[config.mk]
export PLATFORM = sky130hd
export DESIGN_NAME = toggle_poll_ctrl
export DESIGN_NICKNAME = d
export VERILOG_FILES = /design/src/rtl/toggle_poll_pkg.sv /design/src/rtl/tp_bus_port.sv /design/src/rtl/tp_sample_cmp.sv /design/src/rtl/tp_pair_count.sv /design/src/rtl/toggle_poll_ctrl.sv
export SDC_FILE = /design/constraint.sdc
export NUM_CORES = 1
export LEC_CHECK = 0
export BUFFER_PORTS_ARGS = -buffer_cell sky130_fd_sc_hd__clkbuf_2
export CAP_MARGIN = 20
export CORE_MARGIN = 2
export CORE_UTILIZATION = 55
export CTS_BUF_LIST = sky130_fd_sc_hd__clkbuf_2 sky130_fd_sc_hd__clkbuf_4 sky130_fd_sc_hd__clkbuf_8
export CTS_CLUSTER_SIZE = 30
export DETAILED_ROUTE_END_ITERATION = 12
export PLACE_DENSITY_LB_ADDON = 0.08
export SYNTH_ARGS = -nofsm -noshare
export SYNTH_HDL_FRONTEND = slang
export SYNTH_SLANG_ARGS = --single-unit
[constraint.sdc]
create_clock -name clk -period 4.8 [get_ports clk]
set_input_delay 1.2 -clock clk [delete_from_list [all_inputs] [get_ports clk]]
set_output_delay 1.2 -clock clk [all_outputs]
set_load 0.05 [all_outputs]
[src/rtl/toggle_poll_pkg.sv]
// Package: shared types and the decision rule of the toggle-bit polling controller.
// Assumes: the caller evaluates a decision only once a full read pair has been taken.
package toggle_poll_pkg;

    typedef enum logic [2:0] {
        ST_IDLE,
        ST_RD_FIRST,
        ST_RD_SECOND,
        ST_DECIDE,
        ST_CMD_RESET,
        ST_DONE
    } poll_state_t;

    typedef enum logic [1:0] {
        DEC_PASS,
        DEC_AGAIN,
        DEC_RECHECK,
        DEC_FAIL
    } decision_t;

    // Outcome of one completed read pair.
    function automatic decision_t decide(input logic toggled,
                                         input logic timeout_seen,
                                         input logic rechecking,
                                         input logic at_limit);
        decision_t d;
        if (!toggled)
            d = DEC_PASS;
        else if (rechecking || at_limit)
            d = DEC_FAIL;
        else if (timeout_seen)
            d = DEC_RECHECK;
        else
            d = DEC_AGAIN;
        return d;
    endfunction

endpackage

[src/rtl/tp_bus_port.sv]
// Module: request side of a simple req/ack bus. It launches one transfer whenever
// the controller wants one, holds the fields steady until ack, and leaves one idle cycle
// after every transfer so the bus master can deassert its read strobe.
// Assumes: ack is a single-cycle pulse, and read data is valid alongside it.
module tp_bus_port #(
    parameter int ADDR_W = 24,
    parameter int DATA_W = 8
) (
    input  logic              clk,
    input  logic              rst_n,
    input  logic              want,
    input  logic              drop,
    input  logic              want_we,
    input  logic [ADDR_W-1:0] want_addr,
    input  logic [DATA_W-1:0] want_wdata,
    input  logic              bus_ack,
    output logic              bus_req,
    output logic              bus_we,
    output logic [ADDR_W-1:0] bus_addr,
    output logic [DATA_W-1:0] bus_wdata,
    output logic              xfer_done
);

    // Request launch, hold and release.
    always_ff @(posedge clk) begin
        if (!rst_n) begin
            bus_req   <= 1'b0;
            bus_we    <= 1'b0;
            bus_addr  <= '0;
            bus_wdata <= '0;
        end else if (drop || !want) begin
            bus_req <= 1'b0;
        end else if (!bus_req) begin
            bus_req   <= 1'b1;
            bus_we    <= want_we;
            bus_addr  <= want_addr;
            bus_wdata <= want_wdata;
        end else if (bus_ack) begin
            bus_req <= 1'b0;
        end
    end

    // Transfer completion strobe for the controller.
    always_comb xfer_done = bus_req && bus_ack;


    fields_stable_chk: assert property (@(posedge clk) disable iff (!rst_n)
        (bus_req && !bus_ack && want && !drop) |=>
            (bus_req && $stable(bus_we) && $stable(bus_addr) && $stable(bus_wdata)));


    idle_gap_chk: assert property (@(posedge clk) disable iff (!rst_n)
        (bus_req && bus_ack) |=> !bus_req);

endmodule

[src/rtl/tp_sample_cmp.sv]
// Module: holds the toggle bit of the first and second read of a pair, plus the
// timeout flag of the second read, and reports whether the toggle bit moved.
// Assumes: the two captures of one pair never happen in the same cycle.
module tp_sample_cmp #(
    parameter int DATA_W  = 8,
    parameter int TOG_BIT = 6,
    parameter int TMO_BIT = 5
) (
    input  logic              clk,
    input  logic              rst_n,
    input  logic              cap_first,
    input  logic              cap_second,
    input  logic [DATA_W-1:0] rdata,
    output logic              toggled,
    output logic              timeout_hi
);

    logic first_bit;
    logic second_bit;

    // Sample capture per read of the pair.
    always_ff @(posedge clk) begin
        if (!rst_n) begin
            first_bit  <= 1'b0;
            second_bit <= 1'b0;
            timeout_hi <= 1'b0;
        end else if (cap_first) begin
            first_bit <= rdata[TOG_BIT];
        end else if (cap_second) begin
            second_bit <= rdata[TOG_BIT];
            timeout_hi <= rdata[TMO_BIT];
        end
    end

    // Toggle detection between the two samples.
    always_comb toggled = first_bit ^ second_bit;


    one_capture_chk: assert property (@(posedge clk) disable iff (!rst_n)
        !(cap_first && cap_second));

endmodule

[src/rtl/tp_pair_count.sv]
// Module: counts read pairs that ended in "poll again" and flags when the pair
// just finished is the last one allowed.
// Assumes: bump is never raised while at_limit is high.
module tp_pair_count #(
    parameter int MAX_PAIRS = 1024
) (
    input  logic clk,
    input  logic rst_n,
    input  logic clear,
    input  logic bump,
    output logic at_limit
);

    localparam int CW = $clog2(MAX_PAIRS + 1);
    localparam logic [CW-1:0] LAST = CW'(MAX_PAIRS - 1);

    logic [CW-1:0] count;

    // Pair counter.
    always_ff @(posedge clk) begin
        if (!rst_n || clear)
            count <= '0;
        else if (bump)
            count <= count + 1'b1;
    end

    // Limit flag for the pair being evaluated.
    always_comb at_limit = (count >= LAST);


    no_overflow_chk: assert property (@(posedge clk) disable iff (!rst_n)
        bump |-> !at_limit);


    count_range_chk: assert property (@(posedge clk) disable iff (!rst_n)
        count <= LAST);

endmodule

[src/rtl/toggle_poll_ctrl.sv]
// Module: toggle-bit completion polling controller. It reads status in pairs until
// the toggle bit settles. After a timeout flag it makes exactly one more pair, and on
// failure it writes the reset command before it reports done.
// Assumes: start and abort are synchronous pulses, and the bus master handles strobes.
module toggle_poll_ctrl #(
    parameter int          ADDR_W    = 24,
    parameter int          DATA_W    = 8,
    parameter int          MAX_PAIRS = 1024,
    parameter int          TOG_BIT   = 6,
    parameter int          TMO_BIT   = 5,
    parameter logic [7:0]  RESET_CMD = 8'hF0
) (
    input  logic              clk,
    input  logic              rst_n,
    input  logic              start,
    input  logic              abort,
    input  logic [ADDR_W-1:0] op_addr,
    output logic              bus_req,
    output logic              bus_we,
    output logic [ADDR_W-1:0] bus_addr,
    output logic [DATA_W-1:0] bus_wdata,
    input  logic              bus_ack,
    input  logic [DATA_W-1:0] bus_rdata,
    output logic              done,
    output logic              pass
);
    import toggle_poll_pkg::*;

    poll_state_t       state;
    logic              rechecking;
    logic [ADDR_W-1:0] addr_q;
    logic              busy, drop, accept;
    logic              want, want_we;
    logic              xfer_done, cap_first, cap_second;
    logic              toggled, timeout_hi, at_limit, bump;
    decision_t         dec;

    // Request decode and handshake qualifiers.
    always_comb begin
        busy       = (state != ST_IDLE) && (state != ST_DONE);
        drop       = busy && abort;
        accept     = !busy && start;
        want       = (state == ST_RD_FIRST) || (state == ST_RD_SECOND) ||
                     (state == ST_CMD_RESET);
        want_we    = (state == ST_CMD_RESET);
        cap_first  = (state == ST_RD_FIRST)  && xfer_done && !abort;
        cap_second = (state == ST_RD_SECOND) && xfer_done && !abort;
        dec        = decide(toggled, timeout_hi, rechecking, at_limit);
        bump       = (state == ST_DECIDE) && !abort &&
                     ((dec == DEC_AGAIN) || (dec == DEC_RECHECK));
    end

    tp_bus_port #(.ADDR_W(ADDR_W), .DATA_W(DATA_W)) u_port (
        .clk        (clk),
        .rst_n      (rst_n),
        .want       (want),
        .drop       (drop),
        .want_we    (want_we),
        .want_addr  (addr_q),
        .want_wdata (DATA_W'(RESET_CMD)),
        .bus_ack    (bus_ack),
        .bus_req    (bus_req),
        .bus_we     (bus_we),
        .bus_addr   (bus_addr),
        .bus_wdata  (bus_wdata),
        .xfer_done  (xfer_done)
    );

    tp_sample_cmp #(.DATA_W(DATA_W), .TOG_BIT(TOG_BIT), .TMO_BIT(TMO_BIT)) u_cmp (
        .clk        (clk),
        .rst_n      (rst_n),
        .cap_first  (cap_first),
        .cap_second (cap_second),
        .rdata      (bus_rdata),
        .toggled    (toggled),
        .timeout_hi (timeout_hi)
    );

    tp_pair_count #(.MAX_PAIRS(MAX_PAIRS)) u_cnt (
        .clk      (clk),
        .rst_n    (rst_n),
        .clear    (accept),
        .bump     (bump),
        .at_limit (at_limit)
    );

    // Poll sequencing, recheck tracking and result holding.
    always_ff @(posedge clk) begin
        if (!rst_n) begin
            state      <= ST_IDLE;
            rechecking <= 1'b0;
            addr_q     <= '0;
            done       <= 1'b0;
            pass       <= 1'b0;
        end else if (accept) begin
            state      <= ST_RD_FIRST;
            rechecking <= 1'b0;
            addr_q     <= op_addr;
            done       <= 1'b0;
            pass       <= 1'b0;
        end else if (drop) begin
            state      <= ST_IDLE;
            rechecking <= 1'b0;
        end else begin
            unique case (state)
                ST_RD_FIRST:  if (xfer_done) state <= ST_RD_SECOND;
                ST_RD_SECOND: if (xfer_done) state <= ST_DECIDE;
                ST_DECIDE: begin
                    unique case (dec)
                        DEC_PASS: begin
                            state <= ST_DONE;
                            done  <= 1'b1;
                            pass  <= 1'b1;
                        end
                        DEC_RECHECK: begin
                            state      <= ST_RD_FIRST;
                            rechecking <= 1'b1;
                        end
                        DEC_AGAIN: state <= ST_RD_FIRST;
                        default:   state <= ST_CMD_RESET;
                    endcase
                end
                ST_CMD_RESET: if (xfer_done) begin
                    state <= ST_DONE;
                    done  <= 1'b1;
                    pass  <= 1'b0;
                end
                default: state <= state;
            endcase
        end
    end


    hold_result_chk: assert property (@(posedge clk) disable iff (!rst_n)
        (done && !start) |=> (done && $stable(pass)));


    quiet_when_done_chk: assert property (@(posedge clk) disable iff (!rst_n)
        done |-> !bus_req);


    reset_write_first_chk: assert property (@(posedge clk) disable iff (!rst_n)
        ($rose(done) && !pass) |-> $past(bus_req && bus_ack && bus_we));


    pass_without_write_chk: assert property (@(posedge clk) disable iff (!rst_n)
        ($rose(done) && pass) |-> $past(!bus_req));


    abort_release_chk: assert property (@(posedge clk) disable iff (!rst_n)
        (abort && busy && !start) |=> (!bus_req && !done));

endmodule

After elaboration in Yosys (flattened, before gate mapping)
Cells that the tools add are included.
{ "word_totals": {"ff_bits": 71, "out_inout_bits": 36, "word_cells": 88, "in_bits": 37} }
{ "op_classes": {"n_reduce_logical": 35, "eq_ne": 14, "n_addsub": 1, "bitwise_logic": 6, "magnitude_cmp": 1, "n_mux": 17} }
{ "op_table": {"columns": ["op", "n"], "rows": [
  ["$ne A4 B2 Y1 const B", 3],
  ["$pmux W3 S4", 1],
  ["$reduce_and A4 Y1", 3],
  ["$add A11 B1 Y11 const B", 1],
  ["$ge A11 B10 Y1 const B", 1],
  ["$logic_and A1 B1 Y1", 10],
  ["$mux W3", 3],
  ["$mux W1", 7],
  ["$eq A3 B2 Y1 const B", 2],
  ["$logic_or A1 B1 Y1", 6],
  ["$mux W2", 3],
  ["$ne A2 B2 Y1 const B", 3],
  ["$pmux W3 S2", 1],
  ["$reduce_and A2 Y1", 3],
  ["$reduce_bool A6 Y1", 1],
  ["$reduce_or A2 Y1", 3],
  ["$not A1 Y1", 5],
  ["$logic_not A1 Y1", 4],
  ["$pmux W1 S2", 2],
  ["$reduce_bool A4 Y1", 1],
  ["$eq A3 B1 Y1 const B", 1],
  ["$eq A3 B3 Y1 const B", 1],
  ["$ne A3 B3 Y1 const B", 1],
  ["$reduce_bool A3 Y1", 1],
  ["other kinds (7)", 7]
]} }

Logic depth before layout (Yosys ltp)
Gate-level depths: netlist of the first run.
{ "depth": {"ltp_word": 10, "ltp_mapped": 9, "ltp_nobuf": 9} }

Hierarchy
A second synthesis of the first run with hierarchy kept.
{ "unflattened": {"cells_unflattened": 388, "hier_area_um2": 3453.3} }
{ "modules_own_cells": {"columns": ["mod", "cells_each", "area_each_um2", "seq_area_each_um2", "instances"], "rows": [
  ["tp_bus_port", 147, 1422.6, 680.7, 1],
  ["toggle_poll_ctrl", 169, 1362.6, 600.6, 1],
  ["tp_pair_count", 59, 539.3, 220.2, 1],
  ["tp_sample_cmp", 13, 128.9, 60.1, 1]
]} }

Worst setup path after synthesis of the first run
Ideal clock, no wire load.
{ "synth_timing": {"kind": "input -> register", "from": "in abort", "to": "reg u_cnt.count[10]", "setup_time_ns": 0.070, "t_required_ns": 4.730, "t_arrival_ns": 2.202, "cell_stages": 5, "n_path_buf": 1, "setup_slack_ns": 2.528, "cell_sequence": "and4bb_1 buf_4 nand3_1 or4_1 a21oi_1"} }
{ "synth_via": {"elab_chain_len": 3} }
{ "synth_lines": {"columns": ["element", "line_no", "source"], "rows": [
  ["start, declared", "toggle_poll_ctrl.sv:16", "input logic abort,"],
  ["$logic_not A1 Y1", "toggle_poll_ctrl.sv:49", "bump = (state == ST_DECIDE) && !abort &&"],
  ["$logic_and A1 B1 Y1 (2 in series)", "toggle_poll_ctrl.sv:49", null],
  ["end signal, assigned", "tp_pair_count.sv:24", "count <= count + 1'b1;"],
  ["end, declared", "tp_pair_count.sv:17", "logic [CW-1:0] count;"]
]} }
No other way between the ends.
A chain may end at the register's enable or synchronous reset.

Worst setup path in the final report of the first run
{ "layout_timing": {"from": "reg u_cnt.count[3]", "to": "reg u_cnt.count[10]"} }
{ "layout_via": {"elab_chain_len": 7, "word_cells_on_any_way": 9, "classes_between": "1 x add/sub; 1 x order compare; 2 x eq/ne; 2 x mux; 3 x reduce/logical"} }
{ "layout_lines": {"columns": ["element", "line_no", "source"], "rows": [
  ["$ge A11 B10 Y1", "tp_pair_count.sv:28", "always_comb at_limit = (count >= LAST);"],
  ["$logic_or A1 B1 Y1", "toggle_poll_pkg.sv:29", "else if (rechecking || at_limit)"],
  ["$mux W2", "toggle_poll_pkg.sv:29", null],
  ["$mux W2", "toggle_poll_pkg.sv:27", "if (!toggled)"],
  ["$eq A2 B1 Y1 / $eq A2 B2 Y1 (equally long branches)", "toggle_poll_ctrl.sv:50", "((dec == DEC_AGAIN) || (dec == DEC_RECHECK));"],
  ["$logic_or A1 B1 Y1", "toggle_poll_ctrl.sv:50", null],
  ["$logic_and A1 B1 Y1", "toggle_poll_ctrl.sv:49", null]
]} }
Parallel ways exist; a longest one is shown, timed or not.

==> results of run 1 <==
==> synth_stat cells (7+ instances only) <==
| cell | number | area, um^2 |
|---|---|---|
| a21oi_1 | 9 | 45.04 |
| clkbuf_1 | 8 | 30.03 |
| mux2i_1 | 28 | 280.3 |
| a21boi_0 | 25 | 187.7 |
| nor2b_1 | 28 | 175.2 |
| nand2_1 | 61 | 229.0 |
| buf_2 | 7 | 35.03 |
| buf_4 | 12 | 90.09 |
| nand3_1 | 9 | 45.04 |
| nor2_1 | 13 | 48.80 |
| dfxtp_1 | 71 | 1421 |
==> registers in the layout, summed over array words and instances (netlist names), 3 cells and up <==
name,cells
addr_q,24
u_port.bus_addr,24
u_cnt.count,11
state,3
==> routing by layer <==
layer	wire [um]	part of all wire	vias up	GRT usage
met4	87	0.015	0	0.1000
li1	-	-	1221	-
met2	2522	0.45	48	0.3043
met1	2748	0.49	1070	0.2525
met3	266	0.047	8	0.04943
met5	0	0	-	0
==> power by group through the flow <==
| stage | clock, uW | sequential [uW] | combinational (uW) |
|---|---|---|---|
| 3_5_place_dp | 0 | 636 | 129 |
| 5_1_grt | 573 | 625 | 141 |
| 3_3_place_gp | 0 | 635 | 128 |
| 6_report | 535 | 622 | 128 |
| 2_1_floorplan | 0 | 649 | 89.8 |
| 4_1_cts | 549 | 622 | 129 |
==> worst paths after layout <==
check | slack [ns] | cells past startpoint | to
setup / recovery | 2.28 | 9 | u_cnt.count[10]
hold / removal | 0.46 | 2 | u_port.bus_we
setup reg to reg | 2.28 | 9 | u_cnt.count[10]
hold reg to reg | 0.46 | 2 | u_port.bus_we
==> layout make-up <==
cell class	count	area, um^2	area share
multi-input cells	235	1473	0.4146
flip-flops and latches	71	1421	0.4001
repair buffers	65	332.8	0.09369
clock buffers	10	131.4	0.03698
clock inverters	6	92.59	0.02607
well taps	72	90.09	0.02536
inverters	3	11.26	0.003170
==> kinds of logic after synthesis <==
logic type	count (synthesis)	share of synthesized area
AOI/OAI and AO/OA	49	0.1112
xor gates and xnor gates	10	0.02872
adders and majority gates	4	0.01641
buffers and inverters	30	0.05458
DFF	71	0.4661
muxes	28	0.09192
other	1	0.001230
and+or+nand+nor	140	0.2298
==> per-stage QoR <==
step | hold WS, ns | cell area [um^2]
3_5_place_dp | 0.4554 | 3328
2_1_floorplan | 0.4428 | 3060
5_1_grt | 0.4959 | 3552
4_1_cts | 0.4661 | 3552
6_report | 0.4589 | 3552
3_3_place_gp | 0.4414 | 3328
==> critical path, stage by stage (launching register included) <==
cell      delay (ns)
dfxtp_1         0.43
and4_1          0.23
and3_1          0.19
nand4b_1        0.19
a21oi_1         0.23
ha_1            0.26
and2_1          0.19
nand3_1         0.14
or4_1           0.42
a21oi_1         0.15
==> metrics, run 1 <==
Most used DFF post-synth=dfxtp_1; FP Rows=27; most common cell after layout, fill and taps aside=dfxtp_1; gr usage total=0.1959; die width=78.46 um; first-pass GRT wire length=roughly 9.6 mm; critical hold path startpoint=u_port.bus_we; # resized after CTS=0; final setup skew=0.009519 ns; Wirelength per Cell=around 12 um; Final Total Pwr=around 1300 uW; GRT overflow=0; final setup fails=0; Initial Util=0.5606; count of buffers from port buffering=62; most frequent cells in the layout=dfxtp_1 (71), clkbuf_2 (62), nand2_1 (61); Pins Over Slew Limit=0; CTS Sinks=slightly above 70; Fillers=between 400 and 500; Worst Path Required=5.06 ns; DRC errors left=0; largest net degree at the start of global routing=43; WP data arrival=2.78 ns; leakage=about 0.0016 uW; root buffer cell=clkbuf_8; layout cells sized above 1=0.2128; Crit Path Class=register to register; Crit. End Element=register; CTS tree=yes; Clk pwr share=0.417; gpl congestion=slightly above 0.8; Cells after DPL=446; peak supply drop=approximately 300 uV; core area=around 5400 um^2; antenna cells=0; Critical Path Source Type=register; CTS Buffer Depth=2; Worst Setup SP=u_cnt.count[3]; Flop pwr share=0.484; Switching Power=between 300 and 400 uW; run status=finished, final reports clean; Die Footprint=between 6000 and 7000 um^2; synthesized area=a little over 3000 um^2; CTS clk-pin slew, worst paths=approximately 0.080 ns; FF-to-FF Start=u_cnt.count[3]; Post-Route Setup TNS=0 ns; min Tclk post-route=between 2 and 3 ns; DP Worst Slack=approximately 2.1 ns; First DRT Iteration DRCs=slightly above 100; Combinational Power Share=0.100; Avg Inst Size Synth=about 9.2 um^2; HP Class=register to register; Internal=approximately 950 uW; Mapped Cells=333; Layout area overhead=16.50%; count of cell types in the netlist=43; Final Hold Vio Count=0; postcts setup bufs=0; clk_lat worst skew=between 0.3 and 0.4 ns; Routed Antenna Nets=0; Via density=roughly 5; 1st-pass router iterations=4; transition time of the tightest slew-check pin=slightly below 0.9 ns; via count=around 2.3k; sequential share of the synthesized area=0.4661; final-stage net count=about 430; Util after Layout=0.6531; I/O Pins=between 70 and 80; Setup WS post-layout=between 2 and 2.5 ns; number of synthesized flops with an enable pin=0; dpl hpwl=between 3 and 4 mm; Routed WL=5.624 mm; async set-reset flop share out of synthesis=0; RSZ-0062 raised after global routing=no; Max Cap Viol=0; sw frac=0.2575; Post-CTS Hold Fix Bufs=0; #FFs+latches synth=between 70 and 80; CP max FO=6; power density over the cells=~360 nW/um^2; vias in the first global route=roughly 2.2k; initial antenna violation count=0; H-tree levels=3; Synthesis Warnings=0; CTS Buf Count=9; Finished Layout Cells=around 460; max_slew headroom=0.4105; Die Ht=between 70 and 80 um; f_max=a little under 400 MHz; final worst-path cycle share=0.5249
(Power assumes the default switching activity.)
==> run 2: changes to the inputs <==
ABC_AREA = 1   (was not set)
CORE_UTILIZATION = 50   (was 55)
clock period = 2.22 ns   (was 4.8 ns; I/O delays follow)
==> metrics, run 2 <==
synthesized area=3077 um^2; dpl hpwl=approximately 4.3 mm; crit-path max cell delay=0.34 ns; met3 Usage GRT=0.05109; largest registers=addr_q x24, u_port.bus_addr x24, u_cnt.count x11; Flop pwr share=0.464; CTS tree=yes; root buffer cell=clkbuf_8; FF-to-FF Start=u_cnt.count[0]; Combinational Power Share=0.208; f_max=488.1 MHz; gpl congestion=0.7991; First DRT Iteration DRCs=99; async set-reset flop share out of synthesis=0; sequential share of the synthesized area=0.4620; Wirelength per Cell=between 10 and 15 um; Routed WL=~6.3 mm; WP data arrival=approximately 2.3 ns; most frequent cells in the layout=nand2_1 (87), nor2_1 (70), inv_1 (69); CP max FO=4; reg2reg end=u_cnt.count[3]; Fillers=576; antenna cells=0; most common cell after layout, fill and taps aside=nand2_1; GRT overflow=0; critical hold path startpoint=addr_q[1]; Switching Power=1018 uW; min Tclk post-route=roughly 2.0 ns; Pins Over Slew Limit=0; via count=approximately 2.7k; layout cells sized above 1=0.2224; clk_lat worst skew=0.35 ns; #FFs+latches synth=roughly 70; sw frac=0.3292; most congested layer reported by global routing=met2; CTS Buf Count=9; I/O Pins=73; Most used DFF post-synth=dfxtp_1; power density over the cells=roughly 840 nW/um^2; 1st-pass router iterations=4; core area=about 5900 um^2; register area=between 1000 and 1500 um^2; HP Class=register to register; Register-to-Register Setup Slack=roughly 0.17 ns; GR Layer Usage met1=0.2505; count of cell types in the netlist=29; Die Ht=82.45 um; Synthesis Warnings=0; Worst Path Required=between 2 and 3 ns; Critical Path Source Type=register; Synth area leaders=dfxtp_1 (46%), nand2_1 (11%), nor2_1 (8.8%); Avg Inst Size Synth=about 7.0 um^2; Multi-input gate area=1294 um^2; CTS Sinks=approximately 70; Clk pwr share=0.328; met2 Use GR=0.3097; final setup skew=0.008240 ns; DRC errors left=0; Final Hold Vio Count=0; initial antenna violation count=0; H-tree levels=3; CP most frequent cell=nand2_1; peak supply drop=between 500 and 600 uV; gr usage total=0.1975; Util after Layout=0.6236; die width=around 82 um; first-pass GRT wire length=between 10 and 15 mm; Layout area overhead=20.01%; Internal=between 2000 and 2500 uW; count of buffers from port buffering=62; final-stage net count=544; Mapped Cells=439; leakage=~0.0018 uW; Yosys top cell area share=0.4620; area leader, netlist=dfxtp_1; final worst-path cycle share=0.9230; final setup fails=0; CTS Buffer Depth=2; FP Rows=28; Max Cap Viol=0; number of synthesized flops with an enable pin=0; worst reg-to-reg path cell count=15; vias in the first global route=approximately 2.3k; most frequent cell after synthesis=nand2_1; Worst path slowest cell=dfxtp_2; Hold WS=0.4452 ns; Crit Path Class=register to register; run status=finished, final reports clean; Routed Antenna Nets=0; worst path cell trace=ha_2 > nand2_1 > nor2_2 > nand3_1 > nand2_1 > nand2_1 > nand3b_1 > nand2_1 > inv_2 > ha_4 > nand2_1 > nor2_4 > nand2_2 > or2_0 > a21oi_1; Worst Hold End=addr_q[1]; synth cell count leaders=nand2_1 (89), nor2_1 (72), dfxtp_1 (71), inv_1 (71), a21oi_1 (36); CTS clk-pin slew, worst paths=about 0.08 ns; Die Footprint=6797 um^2; Crit. End Element=register; largest net degree at the start of global routing=50; Via density=about 4.7; Initial Util=0.5197; Hold Path Depth=2
[run 2: cell count changes after synthesis, moves of 25 or more]
| cell | before | now |
|---|---|---|
| mux2i_1 | 28 | 0 |
| nor2_1 | 13 | 72 |
| nor2b_1 | 28 | 0 |
| inv_1 | 3 | 71 |
| o21ai_0 | 3 | 30 |
| a21boi_0 | 25 | 0 |
| nand2_1 | 61 | 89 |
| a21oi_1 | 9 | 36 |
[run 2: cells by family (layout without fill, tap and decap cells)]
kind of cell,after synthesis,in the layout,share of synthesized area
flops,71,71,0.4620
simple gates,193,193,0.2623
compound gates,71,71,0.1183
other cells,1,4,0.001219
xor+xnor,2,2,0.005694
fa+ha+maj,4,4,0.01627
buf+inv,97,163,0.1342
[run 2: how the worst max path moves through the flow]
stage | startpoint | end | slack [ns] | cells after the start
after CTS | u_cnt.count[0] | u_cnt.count[3] | 0.03 | 15
after global routing | u_cnt.count[2] | u_cnt.count[3] | -0.008 | 14
after floorplan | u_cnt.count[0] | u_cnt.count[3] | 0.12 | 15
after global placement | u_cnt.count[0] | u_cnt.count[3] | 0.11 | 15
final | u_cnt.count[0] | u_cnt.count[3] | 0.17 | 15
after detailed placement | u_cnt.count[0] | u_cnt.count[3] | 0.04 | 15
[run 2: power by group through the flow]
| stage | registers, uW | logic [uW] | clock network, uW |
|---|---|---|---|
| floorplan | 1660 | 316 | 0 |
| global placement | 1460 | 639 | 0 |
| detailed placement | 1470 | 646 | 0 |
| CTS | 1440 | 649 | 1030 |
| global route | 1450 | 711 | 1090 |
| finish | 1430 | 644 | 1010 |
[run 2: what timing repair did]
action                     in CTS  in global routing
hold endpoints to repair        0                  0
resized for setup               0                 15
hold buffers                    0                  0
buffers inserted                0                  2
setup endpoints to repair       0                 12
[run 2: layer usage]
layer	vias to the layer above	wire length, um
met4	0	123
li1	1462	-
met5	-	0
met1	1206	2991
met3	9	306
met2	60	2858
[run 2: metrics by stage]
| stage | TNS [ns] | cells | setup WS [ns] | power [uW] | cell area, um^2 |
|---|---|---|---|---|---|
| 2_1_floorplan | 0 | 442 | 0.1215 | 1976 | 3088 |
| 3_3_place_gp | 0 | 565 | 0.1129 | 2099 | 3437 |
| 3_5_place_dp | 0 | 565 | 0.04374 | 2112 | 3437 |
| 4_1_cts | 0 | 581 | 0.02636 | 3119 | 3630 |
| 5_1_grt | -0.02123 | 583 | -0.008354 | 3253 | 3692 |
| 6_report | 0 | 583 | 0.1710 | 3092 | 3692 |
[run 2: area by class of cell]
class / instances / share of cell area
sequential: 71 / 0.3860
multi-input combinational: 274 / 0.3504
timing repair buffer: 73 / 0.1108
inverter: 74 / 0.07523
clock buffer: 10 / 0.03558
tap: 75 / 0.02542
clock inverter: 6 / 0.01660
[run 2: critical path: cells and delay by family (launching register included)]
| family | cells | cell delay [ns] |
|---|---|---|
| compound gates | 1 | 0.11 |
| fa+ha+maj | 2 | 0.46 |
| buf+inv | 1 | 0.06 |
| flops | 1 | 0.34 |
| simple gates | 11 | 1.02 |
==> run 3: changes to the inputs <==
CTS_BUF_LIST = sky130_fd_sc_hd__clkbuf_4   (was sky130_fd_sc_hd__clkbuf_2 sky130_fd_sc_hd__clkbuf_4 sky130_fd_sc_hd__clkbuf_8)
==> metrics, run 3 (synthesis gave the netlist of run 2 again) <==
Routed Antenna Nets=0; DP Worst Slack=between 0.04 and 0.05 ns; Finished Layout Cells=585; Setup WS post-layout=around 0.16 ns; Max Cap Viol=0; Layout area overhead=19.40%; peak supply drop=~520 uV; Crit. End Element=register; root buffer cell=clkbuf_4; Die Footprint=between 6000 and 7000 um^2; Wirelength per Cell=10.71 um; leakage=approximately 0.0018 uW; Final Hold Vio Count=0; 1st-pass router iterations=4; CTS tree=yes; Combinational Power Share=0.224; dpl hpwl=around 4.3 mm; fin area=between 3000 and 4000 um^2; CTS Buf Count=9; sw frac=0.3407; largest net degree at the start of global routing=50; CP max FO=4; clk_lat worst skew=roughly 0.4 ns; first-pass GRT wire length=roughly 10 mm; count of buffers from port buffering=62; die width=roughly 82 um; Routed WL=roughly 6.3 mm; most frequent cells in the layout=nand2_1 (84), inv_1 (70), nor2_1 (70); largest registers=addr_q x24, u_port.bus_addr x24, u_cnt.count x11; Via density=approximately 4.7; H-tree levels=3; DRC errors left=0; Placed Area=~3400 um^2; Die Ht=just over 80 um; final-stage net count=roughly 550; Initial Util=0.5197; I/O Pins=73; initial antenna violation count=0; Post-CTS Hold Fix Bufs=0; most common cell after layout, fill and taps aside=nand2_1; gr usage total=0.1948; CTS clk-pin slew, worst paths=0.12 ns; Fillers=roughly 580; final setup skew=roughly 0.014 ns; Pins Over Slew Limit=0; layout cells sized above 1=0.2314; Worst Path Required=approximately 2.6 ns; Cells after DPL=565; CTS Buffer Depth=2; antenna cells=0; Clk pwr share=0.279; First DRT Iteration DRCs=95; Flop pwr share=0.498; f_max=a little under 500 MHz; Switching Power=between 900 and 1000 uW; via count=between 2k and 3k; power density over the cells=a little under 800 nW/um^2; HP Class=primary input to register; run status=finished, final reports clean; WP data arrival=approximately 2.4 ns; final setup fails=0; core area=between 5000 and 6000 um^2; Internal=1898 uW; Hold WS=0.3803 ns; Post-Route Setup TNS=0 ns; FP Rows=28; final worst-path cycle share=0.9277; Critical Path Source Type=register; min Tclk post-route=just over 2 ns; gpl congestion=around 0.8; GRT overflow=0; Crit Path Class=register to register; vias in the first global route=around 2.3k; CTS Sinks=71
-- run 3: cell count changes in the layout (fill, tap and decap cells not counted) --
cell,delta
nand3_1,-1
buf_4,+2
clkbuf_4,+9
clkbuf_8,-9
inv_1,+1
nand2_1,-3
nand2_2,+3
dfxtp_2,-1
nand3_4,+1
dfxtp_4,+1
inv_2,-1
-- run 3: stage by stage --
step             util  power (uW)
2_1_floorplan       -        1976
3_3_place_gp   0.5805        2099
3_5_place_dp   0.5805        2112
4_1_cts        0.6036        2912
5_1_grt        0.6205        3041
6_report       0.6205        2879
-- run 3: final timing paths --
| kind | start | end | slack, ns | depth (start not counted) |
|---|---|---|---|---|
| min reg2reg | addr_q[1] | addr_q[1] | 0.45 | 2 |
| max reg2reg | u_cnt.count[0] | u_cnt.count[3] | 0.16 | 15 |
| min | bus_rdata[5] | u_cmp.timeout_hi | 0.38 | 3 |
| max | u_cnt.count[0] | u_cnt.count[3] | 0.16 | 15 |
-- run 3: metal layers --
metal | GRT usage | wire length [um] | up-vias
met2 | 0.3169 | 2849 | 54
met4 | 0.08500 | 91 | 0
met3 | 0.04130 | 288 | 8
met1 | 0.2486 | 3038 | 1212
li1 | - | - | 1467
met5 | 0 | 0 | -
-- run 3: layout make-up --
| class | count | area, um^2 | share of cell area |
|---|---|---|---|
| clock buffer | 10 | 75.07 | 0.02044 |
| tap | 75 | 93.84 | 0.02554 |
| multi-input combinational | 274 | 1314 | 0.3576 |
| inverter | 74 | 277.8 | 0.07561 |
| timing repair buffer | 75 | 424.2 | 0.1155 |
| clock inverter | 6 | 61.31 | 0.01669 |
| sequential | 71 | 1428 | 0.3886 |
-- run 3: what timing repair did --
| action | CTS | global route |
|---|---|---|
| endpoints found under the setup margin | 0 | 12 |
| resized for setup | 0 | 20 |
| buffers inserted | 0 | 4 |
-- run 3: critical path, cell delays in order (launching register included) --
cell      delay [ns]
dfxtp_4         0.37
ha_2            0.18
nand2_1         0.08
nor2_2          0.04
nand3_1         0.08
nand2_1         0.07
nand2_2         0.08
nand3b_1        0.09
nand2_2         0.08
inv_2           0.05
ha_4            0.28
nand2_1         0.08
nor2_4          0.14
nand2_2         0.07
or2_0           0.20
a21oi_1         0.11
-- run 3: power groups by stage --
| stage | Sequential, uW | Clock, uW | Combinational (uW) |
|---|---|---|---|
| floorplan | 1660 | 0 | 316 |
| global placement | 1460 | 0 | 639 |
| detailed placement | 1470 | 0 | 646 |
| CTS | 1440 | 826 | 649 |
| global route | 1450 | 882 | 712 |
| finish | 1430 | 802 | 644 |
